--- config.mk ---
export PLATFORM = sky130hd
export DESIGN_NAME = reg_access_bracketer
export DESIGN_NICKNAME = d
export VERILOG_FILES = /design/src/rtl/rab_pkg.sv /design/src/rtl/rab_offset_decode.sv /design/src/rtl/rab_seq_fsm.sv /design/src/rtl/rab_bus_drive.sv /design/src/rtl/reg_access_bracketer.sv
export SDC_FILE = /design/constraint.sdc
export NUM_CORES = 1
export LEC_CHECK = 0
export ABC_AREA = 1
export CAP_MARGIN = 20
export CELL_PAD_IN_SITES_DETAIL_PLACEMENT = 1
export CELL_PAD_IN_SITES_GLOBAL_PLACEMENT = 1
export CORE_MARGIN = 2
export CORE_UTILIZATION = 30
export CTS_CLUSTER_SIZE = 14
export DETAILED_ROUTE_END_ITERATION = 7
export PLACE_DENSITY = 0.74
export SETUP_SLACK_MARGIN = 0.2
export SYNTH_ARGS = -nofsm -noshare
export SYNTH_HDL_FRONTEND = slang
export SYNTH_SLANG_ARGS = --single-unit
--- constraint.sdc ---
create_clock -name clk -period 3.8 [get_ports clk]
set_input_delay 1.14 -clock clk [delete_from_list [all_inputs] [get_ports clk]]
set_output_delay 1.14 -clock clk [all_outputs]
set_load 0.03 [all_outputs]
--- src/rtl/rab_pkg.sv ---
package rab_pkg;

    localparam int OFS_W = 20;

    // Window limit and fixed dummy offsets
    localparam logic [OFS_W-1:0] WIN_END      = 20'h45000;
    localparam logic [OFS_W-1:0] PRE_CFG_OFS  = 20'h000C0;
    localparam logic [OFS_W-1:0] PRE_MAP_OFS  = 20'h00028;
    localparam logic [OFS_W-1:0] PRE_DEF_OFS  = 20'h00158;
    localparam logic [OFS_W-1:0] EXTRA_TRIG   = 20'h00100;
    localparam logic [OFS_W-1:0] EXTRA_OFS    = 20'h00038;
    localparam logic [OFS_W-1:0] FINAL_OFS    = 20'h0B050;

    typedef enum logic [2:0] {
        S_IDLE,
        S_PRE,
        S_MAIN,
        S_POST_A,
        S_POST_B,
        S_DONE
    } seq_state_e;

    typedef struct packed {
        logic             bracket;
        logic             extra_post;
        logic [OFS_W-1:0] pre_ofs;
    } bracket_plan_t;

    function automatic logic [OFS_W-1:0] pre_target(input logic [OFS_W-1:0] ofs);
        logic [OFS_W-1:0] tgt;
        case (ofs)
            20'h00000, 20'h00080: tgt = PRE_CFG_OFS;
            20'h00148, 20'h00200: tgt = PRE_MAP_OFS;
            default:              tgt = PRE_DEF_OFS;
        endcase
        return tgt;
    endfunction

endpackage

--- src/rtl/rab_offset_decode.sv ---
module rab_offset_decode
    import rab_pkg::*;
#(
    parameter int ADDR_W = 48
) (
    input  logic [ADDR_W-1:0] addr,
    input  logic [ADDR_W-1:0] base,
    input  logic              enable,
    output bracket_plan_t     plan
);
    localparam int HI_W = ADDR_W - OFS_W;

    logic [ADDR_W-1:0] full_ofs;
    logic [OFS_W-1:0]  low_ofs;
    logic              high_zero;
    logic              in_window;

    assign full_ofs = addr - base;
    assign low_ofs  = full_ofs[OFS_W-1:0];

    generate
        if (HI_W > 0) begin : g_wide
            assign high_zero = (full_ofs[ADDR_W-1:OFS_W] == '0);
        end else begin : g_narrow
            assign high_zero = 1'b1;
        end
    endgenerate

    assign in_window = high_zero && (low_ofs < WIN_END);

    always_comb begin
        plan.bracket    = enable && in_window;
        plan.extra_post = (low_ofs == EXTRA_TRIG);
        plan.pre_ofs    = pre_target(low_ofs);
    end

endmodule

--- src/rtl/rab_seq_fsm.sv ---
module rab_seq_fsm
    import rab_pkg::*;
(
    input  logic       clk,
    input  logic       rst,
    input  logic       start,
    input  logic       bracket_now,
    input  logic       bracket_held,
    input  logic       extra_held,
    input  logic       ack,
    output seq_state_e state
);
    seq_state_e state_q, state_d;

    always_comb begin
        state_d = state_q;
        unique case (state_q)
            S_IDLE:   if (start) state_d = bracket_now ? S_PRE : S_MAIN;
            S_PRE:    if (ack) state_d = S_MAIN;
            S_MAIN:   if (ack) begin
                          if (!bracket_held)   state_d = S_DONE;
                          else if (extra_held) state_d = S_POST_A;
                          else                 state_d = S_POST_B;
                      end
            S_POST_A: if (ack) state_d = S_POST_B;
            S_POST_B: if (ack) state_d = S_DONE;
            S_DONE:   state_d = S_IDLE;
            default:  state_d = S_IDLE;
        endcase
    end

    always_ff @(posedge clk) begin
        if (rst) state_q <= S_IDLE;
        else     state_q <= state_d;
    end

    assign state = state_q;

endmodule

--- src/rtl/rab_bus_drive.sv ---
module rab_bus_drive
    import rab_pkg::*;
#(
    parameter int ADDR_W = 48,
    parameter int DATA_W = 64
) (
    input  seq_state_e        state,
    input  logic [ADDR_W-1:0] real_addr,
    input  logic [ADDR_W-1:0] base,
    input  logic              real_write,
    input  logic [DATA_W-1:0] real_wdata,
    input  logic [OFS_W-1:0]  pre_ofs,
    output logic              bus_req,
    output logic [ADDR_W-1:0] bus_addr,
    output logic              bus_write,
    output logic [DATA_W-1:0] bus_wdata
);
    logic [OFS_W-1:0] dummy_ofs;

    always_comb begin
        bus_req   = 1'b0;
        bus_write = 1'b0;
        dummy_ofs = '0;
        bus_addr  = real_addr;
        unique case (state)
            S_PRE:    begin bus_req = 1'b1; dummy_ofs = pre_ofs;    end
            S_MAIN:   begin bus_req = 1'b1; bus_write = real_write; end
            S_POST_A: begin bus_req = 1'b1; dummy_ofs = EXTRA_OFS;  end
            S_POST_B: begin bus_req = 1'b1; dummy_ofs = FINAL_OFS;  end
            default:  ;
        endcase
        if (bus_req && state != S_MAIN)
            bus_addr = base + ADDR_W'(dummy_ofs);
        bus_wdata = bus_write ? real_wdata : '0;
    end

endmodule

--- src/rtl/reg_access_bracketer.sv ---
module reg_access_bracketer
    import rab_pkg::*;
#(
    parameter int ADDR_W = 48,
    parameter int DATA_W = 64
) (
    input  logic              clk,
    input  logic              rst,
    input  logic              affected_rev,
    input  logic [ADDR_W-1:0] cfg_base,
    input  logic              req_valid,
    output logic              req_ready,
    input  logic [ADDR_W-1:0] req_addr,
    input  logic              req_write,
    input  logic [DATA_W-1:0] req_wdata,
    output logic [DATA_W-1:0] req_rdata,
    output logic              bus_req,
    output logic [ADDR_W-1:0] bus_addr,
    output logic              bus_write,
    output logic [DATA_W-1:0] bus_wdata,
    input  logic              bus_ack,
    input  logic [DATA_W-1:0] bus_rdata
);
    seq_state_e        state;
    bracket_plan_t     plan_now, plan_q;
    logic              accept;
    logic [ADDR_W-1:0] addr_q, base_q;
    logic              write_q;
    logic [DATA_W-1:0] wdata_q, rdata_q;

    rab_offset_decode #(.ADDR_W(ADDR_W)) u_decode (
        .addr   (req_addr),
        .base   (cfg_base),
        .enable (affected_rev),
        .plan   (plan_now)
    );

    assign accept = req_valid && (state == S_IDLE);

    rab_seq_fsm u_fsm (
        .clk          (clk),
        .rst          (rst),
        .start        (accept),
        .bracket_now  (plan_now.bracket),
        .bracket_held (plan_q.bracket),
        .extra_held   (plan_q.extra_post),
        .ack          (bus_ack),
        .state        (state)
    );

    always_ff @(posedge clk) begin
        if (rst) begin
            plan_q  <= '0;
            addr_q  <= '0;
            base_q  <= '0;
            write_q <= 1'b0;
            wdata_q <= '0;
            rdata_q <= '0;
        end else begin
            if (accept) begin
                plan_q  <= plan_now;
                addr_q  <= req_addr;
                base_q  <= cfg_base;
                write_q <= req_write;
                wdata_q <= req_wdata;
            end
            if (state == S_MAIN && bus_ack)
                rdata_q <= bus_rdata;
        end
    end

    rab_bus_drive #(.ADDR_W(ADDR_W), .DATA_W(DATA_W)) u_drive (
        .state      (state),
        .real_addr  (addr_q),
        .base       (base_q),
        .real_write (write_q),
        .real_wdata (wdata_q),
        .pre_ofs    (plan_q.pre_ofs),
        .bus_req    (bus_req),
        .bus_addr   (bus_addr),
        .bus_write  (bus_write),
        .bus_wdata  (bus_wdata)
    );

    assign req_ready = (state == S_DONE);
    assign req_rdata = rdata_q;

endmodule


; ---- Word-level counts from Yosys, hierarchy flattened
; Cells that the tools add are included.
[word_totals]
register_bits = 250
latch_bits = 0
ramBits = 0
rom_bits = 0
inputBits = 230
word_cells = 54
n_memories = 0
[op_classes]
n_addsub = 2
n_mul = 0
n_div = 0
n_lt_le_gt_ge = 1
n_eq_ne = 15
shift = 0
mux = 15
bitwise_logic = 0
reduce_logical = 12
[op_table]
columns = cell, n
row1 = 2-to-1 mux 64 bit, 1
row2 = one-hot mux 20 bit (3 select lines), 1
row3 = adder 48 x 20 -> 48 bit, 1
row4 = 2-to-1 mux 48 bit, 1
row5 = subtractor 48 bit, 1
row6 = equality test 20 x 9 -> 1 bit (second input constant), 2
row7 = logical NOT 28 bit, 1
row8 = 2-to-1 mux 3 bit, 7
row9 = equality test 20 x 10 -> 1 bit (second input constant), 1
row10 = equality test 20 x 8 -> 1 bit (second input constant), 1
row11 = logical NOT 20 bit, 1
row12 = less-than comparator 20 x 19 -> 1 bit (second input constant), 1
row13 = one-hot mux 9 bit (2 select lines), 1
row14 = one-hot mux 3 bit (5 select lines), 1
row15 = != test 2 bit (second input constant), 5
row16 = equality test 3 x 2 -> 1 bit (second input constant), 2
row17 = equality test 3 bit (second input constant), 2
row18 = logical AND 1 bit, 5
row19 = AND reduction 5 bit, 1
row20 = OR reduction 2 bit, 2
row21 = OR reduction 4 bit, 1
row22 = equality test 3 x 1 -> 1 bit (second input constant), 1
row23 = logical NOT 3 bit, 1
row24 = != test 3 x 2 -> 1 bit (second input constant), 1
row25 = other kinds (2), 3

; ---- Logic depth before layout (Yosys ltp)
; Gate-level depths: netlist of run 1.
[depth]
ltp_word = 7
ltp_mapped = 23
ltp_nobuf = 23

; ---- Modules after synthesis
; From an unflattened synthesis of run 1, not the netlist that was laid out.
[hier_totals]
cells_unflattened = 3458
hier_area_um2 = 19567.5
[modules_own_cells]
columns = mod, n_inst, cells_per_inst, area_per_inst_um2
row1 = reg_access_bracketer, 1, 1626, 10887.9
row2 = rab_offset_decode, 1, 950, 4544.4
row3 = rab_bus_drive, 1, 846, 3912.5
row4 = rab_seq_fsm, 1, 36, 222.7

; ---- Worst setup path before layout of run 1
; Ideal clock, no wire load.
[synth_path]
kind = flip-flop to output port
start = register u_fsm.state_q[1] (netlist: u_fsm.state[1])
end = output port bus_addr[32]
arrival_time_ns = 3.135
path_slack_ns = -0.475
stages_incl_launch_ff = 22
path_cell_list = dfxtp_1 > nor2_1 > inv_1 > nor2_1 > a21oi_1 > inv_1 > nor2_1 > inv_1 > ha_1 > nand3_1 > nand2_1 > nand2_1 > a21oi_2 > nand2_1 > nand2_2 > nand4_1 > o211ai_2 > nand2_2 > nor2_2 > nand2_1 > xor2_1 > o21ai_0
[synth_between]
elab_chain_cells = 5
word_cells_on_any_way = 11
classes_between = add/sub (1) / eq/ne (5) / mux (3) / reduce/logical (2)
[synth_lines]
columns = element, line
row1 = "start, declared", rab_seq_fsm.sv:13  ; seq_state_e state_q, state_d;
row2 = "start signal, assigned", rab_seq_fsm.sv:34  ; else state_q <= state_d;
row3 = branches (longest 4 deep; another with adder 48 x 20 -> 48 bit), n/a
row4 = 2-to-1 mux 48 bit (*), rab_bus_drive.sv:32  ; if (bus_req && state != S_MAIN)
row5 = "end, declared", reg_access_bracketer.sv:18  ; output logic [ADDR_W-1:0] bus_addr,
; Mark *: on every way between the ends.

; ---- Worst setup path in the final report of run 1
[layout_path]
start = register u_fsm.state_q[2] (netlist: u_fsm.state[2])
end = output port bus_addr[44]
; Same word-level chain as after synthesis.

==> metrics, run 1 <==
Cell Rows=81; number of enable flip-flop cells after synthesis=0; sequential share of the synthesized area=between 30% and 40%; clk_lat worst skew=0.58 ns; Crit Path Category=register to primary output; Final ANT Viol Nets=0; share of layout cells above drive strength 1=26.2%; Ports=409; post-synth design cell area=14800 sq um; Synth top area share=31.8%; total gr overflow=0; Worst-path clk slew=around 0.060 ns; die height=around 230 um; crit path launch type=register; CTS Buffer Depth=3; Root Driver=clkbuf_16; ys async rst share=0%; status=finished with violations; syn_nets=2678; drt drc=0; clk sinks=between 200 and 250; Final Critical Period=4.92 ns; critical path peak fanout=4; Synth area leader=dfxtp_1; FILL cells=about 6200; maximum clock rate=203 MHz; Hold Crit Class=register to register; Syn Area/Cell=6.19 sq um; CTS tree=yes; synth unique cells=45; utilization after layout=about 51%; DRT Pass-1 Iters=5; vias per cell=4.82; crit share post-route=129%; most common flop cell mapped by yosys=dfxtp_1; largest net degree at the start of global routing=150; WHS Path Cells=2; worst vdd ir=0.460 mV; vias in the first global route=18576; Slew Viols, Final=0; final hold violation count=0; Max Cap Viol=0; # nets final=3342; synth top area cells=dfxtp_1 (32%), nand2_1 (13%), inv_1 (10%); via count=18013; GP Congestion=0.934; RSZ-0062 raised after global routing=true; Layout area overhead=67.6%; r2r setup slk=1.14 ns; crit path DAT=about 3.8 ns; failing checks=negative setup slack; R2R depth=10; CP endpoint kind=primary output; most instantiated library cell after synthesis=nand2_1; Placement Setup Slack=-0.644 ns; Power, Total=roughly 13 mW; Yosys reg bits=235; chip width=226 um; critical path required time=2.66 ns; total track usage=26.2%; WL per Instance=between 15 and 20 um; Syn. warnings=0; initial antenna violation count=3; core area=48700 sq um; Mapped Cells=2390; TritonCTS Buffers=29; Worst Tran Pin Value=0.923 ns; Pleak=11.5 nW; htree depth=1; Detailed Place HPWL=55100 um; Final Setup Violations=43; P per Cell Area=545 nW/um^2; Initial Utilization=between 30% and 40%; Final WS setup=-1.12 ns; synth cell count leaders=nand2_1 (529), inv_1 (398), nor2_1 (315); first-pass GRT wire length=104000 um; max_slew headroom=37.9%; total die area=51100 sq um; Clock Skews=0.0139 ns; Detailed Route WL=71400 um; # port buffers=408; Initial DRC Count=931
-- placed cells by master, fill, tap and decap left out, drive strengths merged, types with 3 or more instances in the layout --
cell type | netlist | final
or2 | 3 | 3
inv | 412 | 414
xor2 | 43 | 43
clkbuf | 87 | 59
clkinv | 2 | 5
nor2 | 347 | 347
nand4 | 21 | 21
nor3 | 30 | 30
nand3 | 74 | 74
bufinv | 0 | 3
buf | 2 | 365
o21a | 4 | 4
nor4 | 6 | 6
and2 | 5 | 5
clkdlybuf4s50 | 0 | 281
a21oi | 215 | 215
o21bai | 5 | 5
xnor2 | 8 | 8
o21ai | 261 | 261
dlymetal6s2s | 0 | 15
ha | 56 | 56
nand3b | 8 | 8
nand2 | 551 | 551
clkdlybuf4s15 | 0 | 27
dlygate4sd2 | 0 | 16
dfxtp | 235 | 235
-- logic make-up after synthesis --
kind of cell | Yosys count | synth area share (%)
adders and majority gates | 58 | 5.01
and+or+nand+nor | 1046 | 29.9
AOI/OAI and AO/OA | 496 | 17.4
buffers and inverters | 504 | 12.9
DFF | 235 | 31.8
xor gates and xnor gates | 51 | 3.02
-- sequential cells by signal, summed over array words and instances (netlist names) --
register     flops
addr_q          48
req_rdata       64
write_q          1
base_q          48
plan_q           7
u_fsm.state      3
wdata_q         64
-- routing by layer --
layer | track usage (%) | vias up | share of wire, %
met3 | 4.97 | 148 | 5.5
li1 | - | 8803 | -
met1 | 31.0 | 8597 | 41
met5 | 0 | - | 0.018
met4 | 10.7 | 2 | 4.4
met2 | 46.3 | 463 | 50
-- power by group --
part	switching [mW]	internal [mW]
registers	0.368	3.17
clock network	1.15	1.69
logic	4.28	2.84
-- timing repair --
| item | in CTS | in global routing |
|---|---|---|
| endpoints found under the setup margin | 113 | 102 |
| setup buffers | 21 | 31 |
| hold buffers | 0 | 0 |
| resized for setup | 273 | 286 |
| pin swaps | 37 | 63 |
-- worst max-delay path, stage by stage (launching register included) --
cell      delay, ns
dfxtp_2        0.39
nor2_4         0.07
inv_4          0.08
nor2_4         0.04
buf_4          0.12
buf_6          0.10
buf_6          0.11
nand2_4        0.05
o21ai_4        0.07
ha_4           0.29
buf_6          0.10
buf_6          0.09
nand2_4        0.06
a21oi_4        0.13
nand2_2        0.08
nand2_2        0.09
nand4_1        0.14
o211ai_4       0.17
nand2_4        0.13
nor2_4         0.18
nand4_1        0.16
xor2_1         0.20
nand2_1        0.11
o21ai_4        0.09
buf_12         0.13
-- final timing paths --
| check | end | startpoint |
|---|---|---|
| max | bus_addr[44] | u_fsm.state[2] |
| max reg2reg | base_q[5] | u_fsm.state[1] |
| min | base_q[0] | base_q[0] |
| min reg2reg | base_q[0] | base_q[0] |
-- through the flow --
step           std cells  hold slack [ns]  instance area, sq um  setup TNS (ns)
5_1_grt             3741            0.475                 24800          -43.22
3_3_place_gp        3635            0.435                 21900          -10.72
2_1_floorplan       2390            0.425                 15000          -0.609
4_1_cts             3708            0.450                 23500          -30.95
3_5_place_dp        3635            0.442                 21900          -15.44
6_report            3741            0.448                 24800          -35.65
-- final cells by class --
cell class              instances  area (sq um)  share of cell area (%)
diodes                          2          5.00                  0.0202
clock buffers                  42           815                    3.29
clock inverters                10           145                   0.586
inverters                     414          1570                    6.34
multi-input cells            1651          9830                    39.7
flip-flops and latches        235          4710                    19.0
well taps                     664           831                    3.35
repair buffers                723          6870                    27.7
Power figures use the tool's default switching activity.
==> run 2: changes to the inputs <==
CAP_MARGIN = not set   (was 20)
CORE_UTILIZATION = 32   (was 30)
PLACE_DENSITY = 0.75   (was 0.74)
SYNTH_HIERARCHICAL = 1   (was not set)
==> metrics, run 2 <==
status=finished with violations (unchanged); failing checks=negative setup slack (unchanged); crit path launch type=register (unchanged); GP Congestion=0.929 (was 0.934); CTS Buffer Depth=3 (unchanged); Detailed Place HPWL=62200 um (was 55100 um); Psw=7.80 mW (was 5.80 mW); CTS tree=yes (unchanged); Ports=409 (unchanged); Pleak=15.4 nW (was 11.5 nW); Syn Area/Cell=5.66 sq um (was 6.19 sq um); Critical Path Stages=17 (was 24); worst vdd ir=0.591 mV (was 0.460 mV); Int Power=9.00 mW (was 7.69 mW); Layout area overhead=55.3% (was 67.6%); WL per Instance=17.9 um (was 19.1 um); Hold Crit Class=register to register (unchanged); Power, Total=16.8 mW (was 13.5 mW); Fin Hold WS=0.477 ns (was 0.448 ns); Mapped Cells=3458 (was 2390); commonest non-fill, non-tap cell in the layout=nand2_1 (unchanged); peak per-stage delay on the critical path=0.37 ns (was 0.39 ns); synth unique cells=49 (was 45); TritonCTS Buffers=30 (was 29); Syn. warnings=6 (was 0); Sw Ratio=46.4% (was 43.0%); WHS Path Cells=2 (unchanged); Buffers & Inverters on Critical Path=5 (was 7); DRT Pass-1 Iters=5 (unchanged); post-synth design cell area=19600 sq um (was 14800 sq um); commonest non-fill, non-tap cells in the layout=nand2_1 (717), inv_1 (618), nor2_1 (415) (was nand2_1 (464), inv_1 (382), buf_4 (282)); Initial DRC Count=1417 (was 931); synth cell count leaders=nand2_1 (916), inv_1 (652), nor2_1 (468) (was nand2_1 (529), inv_1 (398), nor2_1 (315)); # port buffers=408 (unchanged); Clock Skews=0.0254 ns (was 0.0139 ns); critical path required time=2.66 ns (about the same); final hold violation count=0 (unchanged); Worst Tran Pin Value=0.747 ns (was 0.923 ns); Placed Cells=4792 (was 3635); R2R depth=6 (was 10); largest net degree at the start of global routing=177 (was 150); Detailed Route WL=87600 um (was 71400 um); CP delay by family, top=simple AND/OR/NAND/NOR gates (unchanged); Post-Layout Cell Count=4883 (was 3741); Synth top area share=25.6% (was 31.8%); Cell Rows=90 (was 81); Initial Utilization=32.4% (was 30.3%); core area=60400 sq um (was 48700 sq um); share of layout cells above drive strength 1=26.2% (about the same); Final WS setup=-0.503 ns (was -1.12 ns); synth top area cells=dfxtp_1 (26%), nand2_1 (18%), inv_1 (13%) (was dfxtp_1 (32%), nand2_1 (13%), inv_1 (10%)); number of enable flip-flop cells after synthesis=0 (unchanged); CP endpoint kind=primary output (unchanged); Critical-path top delay cell=dfxtp_4 (was dfxtp_2); CTS Hold Bufs=0 (unchanged); total die area=63100 sq um (was 51100 sq um); Worst-path clk slew=0.06 ns (about the same); die height=251 um (was 226 um); total track usage=24.9% (was 26.2%); total gr overflow=0 (unchanged); crit path DAT=3.16 ns (was 3.78 ns); initial antenna violation count=1 (was 3); chip width=251 um (was 226 um); sequential share of power=23.9% (was 26.2%); Root Driver=clkbuf_16 (unchanged); Final Critical Period=4.30 ns (was 4.92 ns); max_slew headroom=50.2% (was 37.9%); RSZ-0062 raised after global routing=true (unchanged); drt drc=0 (unchanged); maximum clock rate=232 MHz (was 203 MHz); htree depth=1 (unchanged); crit share post-route=113% (was 129%); most instantiated library cell after synthesis=nand2_1 (unchanged); vias in the first global route=22915 (was 18576); Slew Viols, Final=0 (unchanged); Max Cap Viol=0 (unchanged); Final Setup Violations=44 (was 43); clk_lat worst skew=0.60 ns (was 0.58 ns); vias per cell=4.84 (was 4.82); Final ANT Viol Nets=0 (unchanged); clock network fraction of design power=17.6% (was 21.1%); combinational fraction of design power=58.4% (was 52.7%); P per Cell Area=553 nW/um^2 (was 545 nW/um^2); ys async rst share=0% (unchanged); critical path peak fanout=6 (was 4); first-pass GRT wire length=125000 um (was 104000 um); Synth area leader=dfxtp_1 (unchanged); sequential share of the synthesized area=25.6% (was 31.8%); # nets final=4376 (was 3342); Yosys reg bits=250 (was 235); clk sinks=250 (was 235); Cell Chain, Critical Path=inv_4, nor2_4, nand2_4, buf_12, nor2_4, ha_4, nand2_1, nand2_1, inv_1, nand2_2, inv_2, nand3_4, nand2_2, nand2_4, xnor2_1, o21ai_2, buf_12 (was nor2_4, inv_4, nor2_4, buf_4, buf_6, buf_6, nand2_4, o21ai_4, ha_4, buf_6, buf_6, nand2_4, a21oi_4, nand2_2, nand2_2, nand4_1, o211ai_4, nand2_4, nor2_4, nand4_1, xor2_1, nand2_1, o21ai_4, buf_12); via count=23625 (was 18013); most common flop cell mapped by yosys=dfxtp_1 (unchanged); Crit Path Category=register to primary output (unchanged); Placement Setup Slack=-0.535 ns (was -0.644 ns)
==> run 2: cell types whose count changed in the layout (fill, tap and decap cells not counted), moves of 29 or more <==
cell,previous run,this run
nand2_4,20,52
ha_4,30,60
inv_1,382,618
a21oi_1,190,267
nor2_1,269,415
nand2_1,464,717
nand2_2,67,194
nand3_1,55,324
inv_2,26,57
buf_4,282,311
o21ai_0,215,6
==> run 2: per-stage QoR <==
| stage | area [sq um] | setup TNS, ns | utilization, % |
|---|---|---|---|
| finish | 30400 | -17.26 | 50.3 |
| global route | 30400 | -22.92 | 50.3 |
| CTS | 28400 | -17.61 | 47.0 |
| detailed placement | 26600 | -4.26 | 44.1 |
| global placement | 26600 | -3.43 | 44.1 |
| floorplan | 19700 | 0 | - |
==> run 2: what timing repair did <==
action,in CTS,in global routing
gates cloned,0,0
resized for setup,245,575
pin swaps,63,153
endpoints found under the setup margin,116,114
setup buffers,14,22
==> run 2: tightest hold or removal path: cells and delay by family, from the launching register on <==
family	cells	cell delay (ns)
flops	1	0.32
simple gates	1	0.08
compound gates	1	0.04
==> run 2: worst paths after layout <==
path	to	slack, ns	start
worst min-delay path	req_rdata[39]	0.48	req_rdata[39]
worst max register to register	base_q[2]	1.79	u_fsm/state[0]
worst min register to register	req_rdata[39]	0.48	req_rdata[39]
worst max-delay path	bus_addr[18]	-0.50	u_fsm/state[0]
==> run 2: area by class of cell <==
class / instances / area, sq um
Fill cell: 7969 / 30000
Sequential cell: 250 / 5010
Clock inverter: 12 / 131
Antenna cell: 1 / 2.50
Clock buffer: 42 / 866
Multi-Input combinational cell: 2368 / 13800
Inverter: 685 / 2590
Timing Repair Buffer: 743 / 7050
Tap cell: 782 / 978
==> run 2: power groups by stage <==
| stage | sequential [mW] | clock (mW) | combinational [mW] |
|---|---|---|---|
| 5_1_grt | 4.12 | 3.15 | 10.6 |
| 3_3_place_gp | 3.98 | 0 | 8.58 |
| 4_1_cts | 3.98 | 3.04 | 9.09 |
| 6_report | 4.02 | 2.96 | 9.82 |
| 2_1_floorplan | 4.20 | 0 | 5.01 |
| 3_5_place_dp | 4.01 | 0 | 8.68 |
==> run 2: metal layers <==
| layer | global-route usage [%] | routed length (um) | vias to the layer above |
|---|---|---|---|
| met5 | 0 | 0 | - |
| met4 | 9.05 | 4380 | 0 |
| met3 | 3.03 | 3520 | 210 |
| met2 | 43.6 | 42500 | 572 |
| met1 | 31.3 | 37200 | 11110 |
| li1 | - | - | 11733 |
==> run 2: logic make-up (layout without fill, tap and decap cells) <==
logic type                 count (synthesis)  in the layout  synth area share, %
xor gates and xnor gates                  26             26                 1.16
adders and majority gates                 68             68                 4.39
buffers and inverters                    853           1482                 17.5
AOI/OAI and AO/OA                        356            356                 9.61
and+or+nand+nor                         1904           1904                 41.8
DFF                                      250            250                 25.6
other                                      1             15               0.0192
==> run 3: changes to the inputs <==
HOLD_SLACK_MARGIN = 0.08   (was not set)
==> results of run 3 <==
Final layout, timing and power as in run 2 (identical DEF).
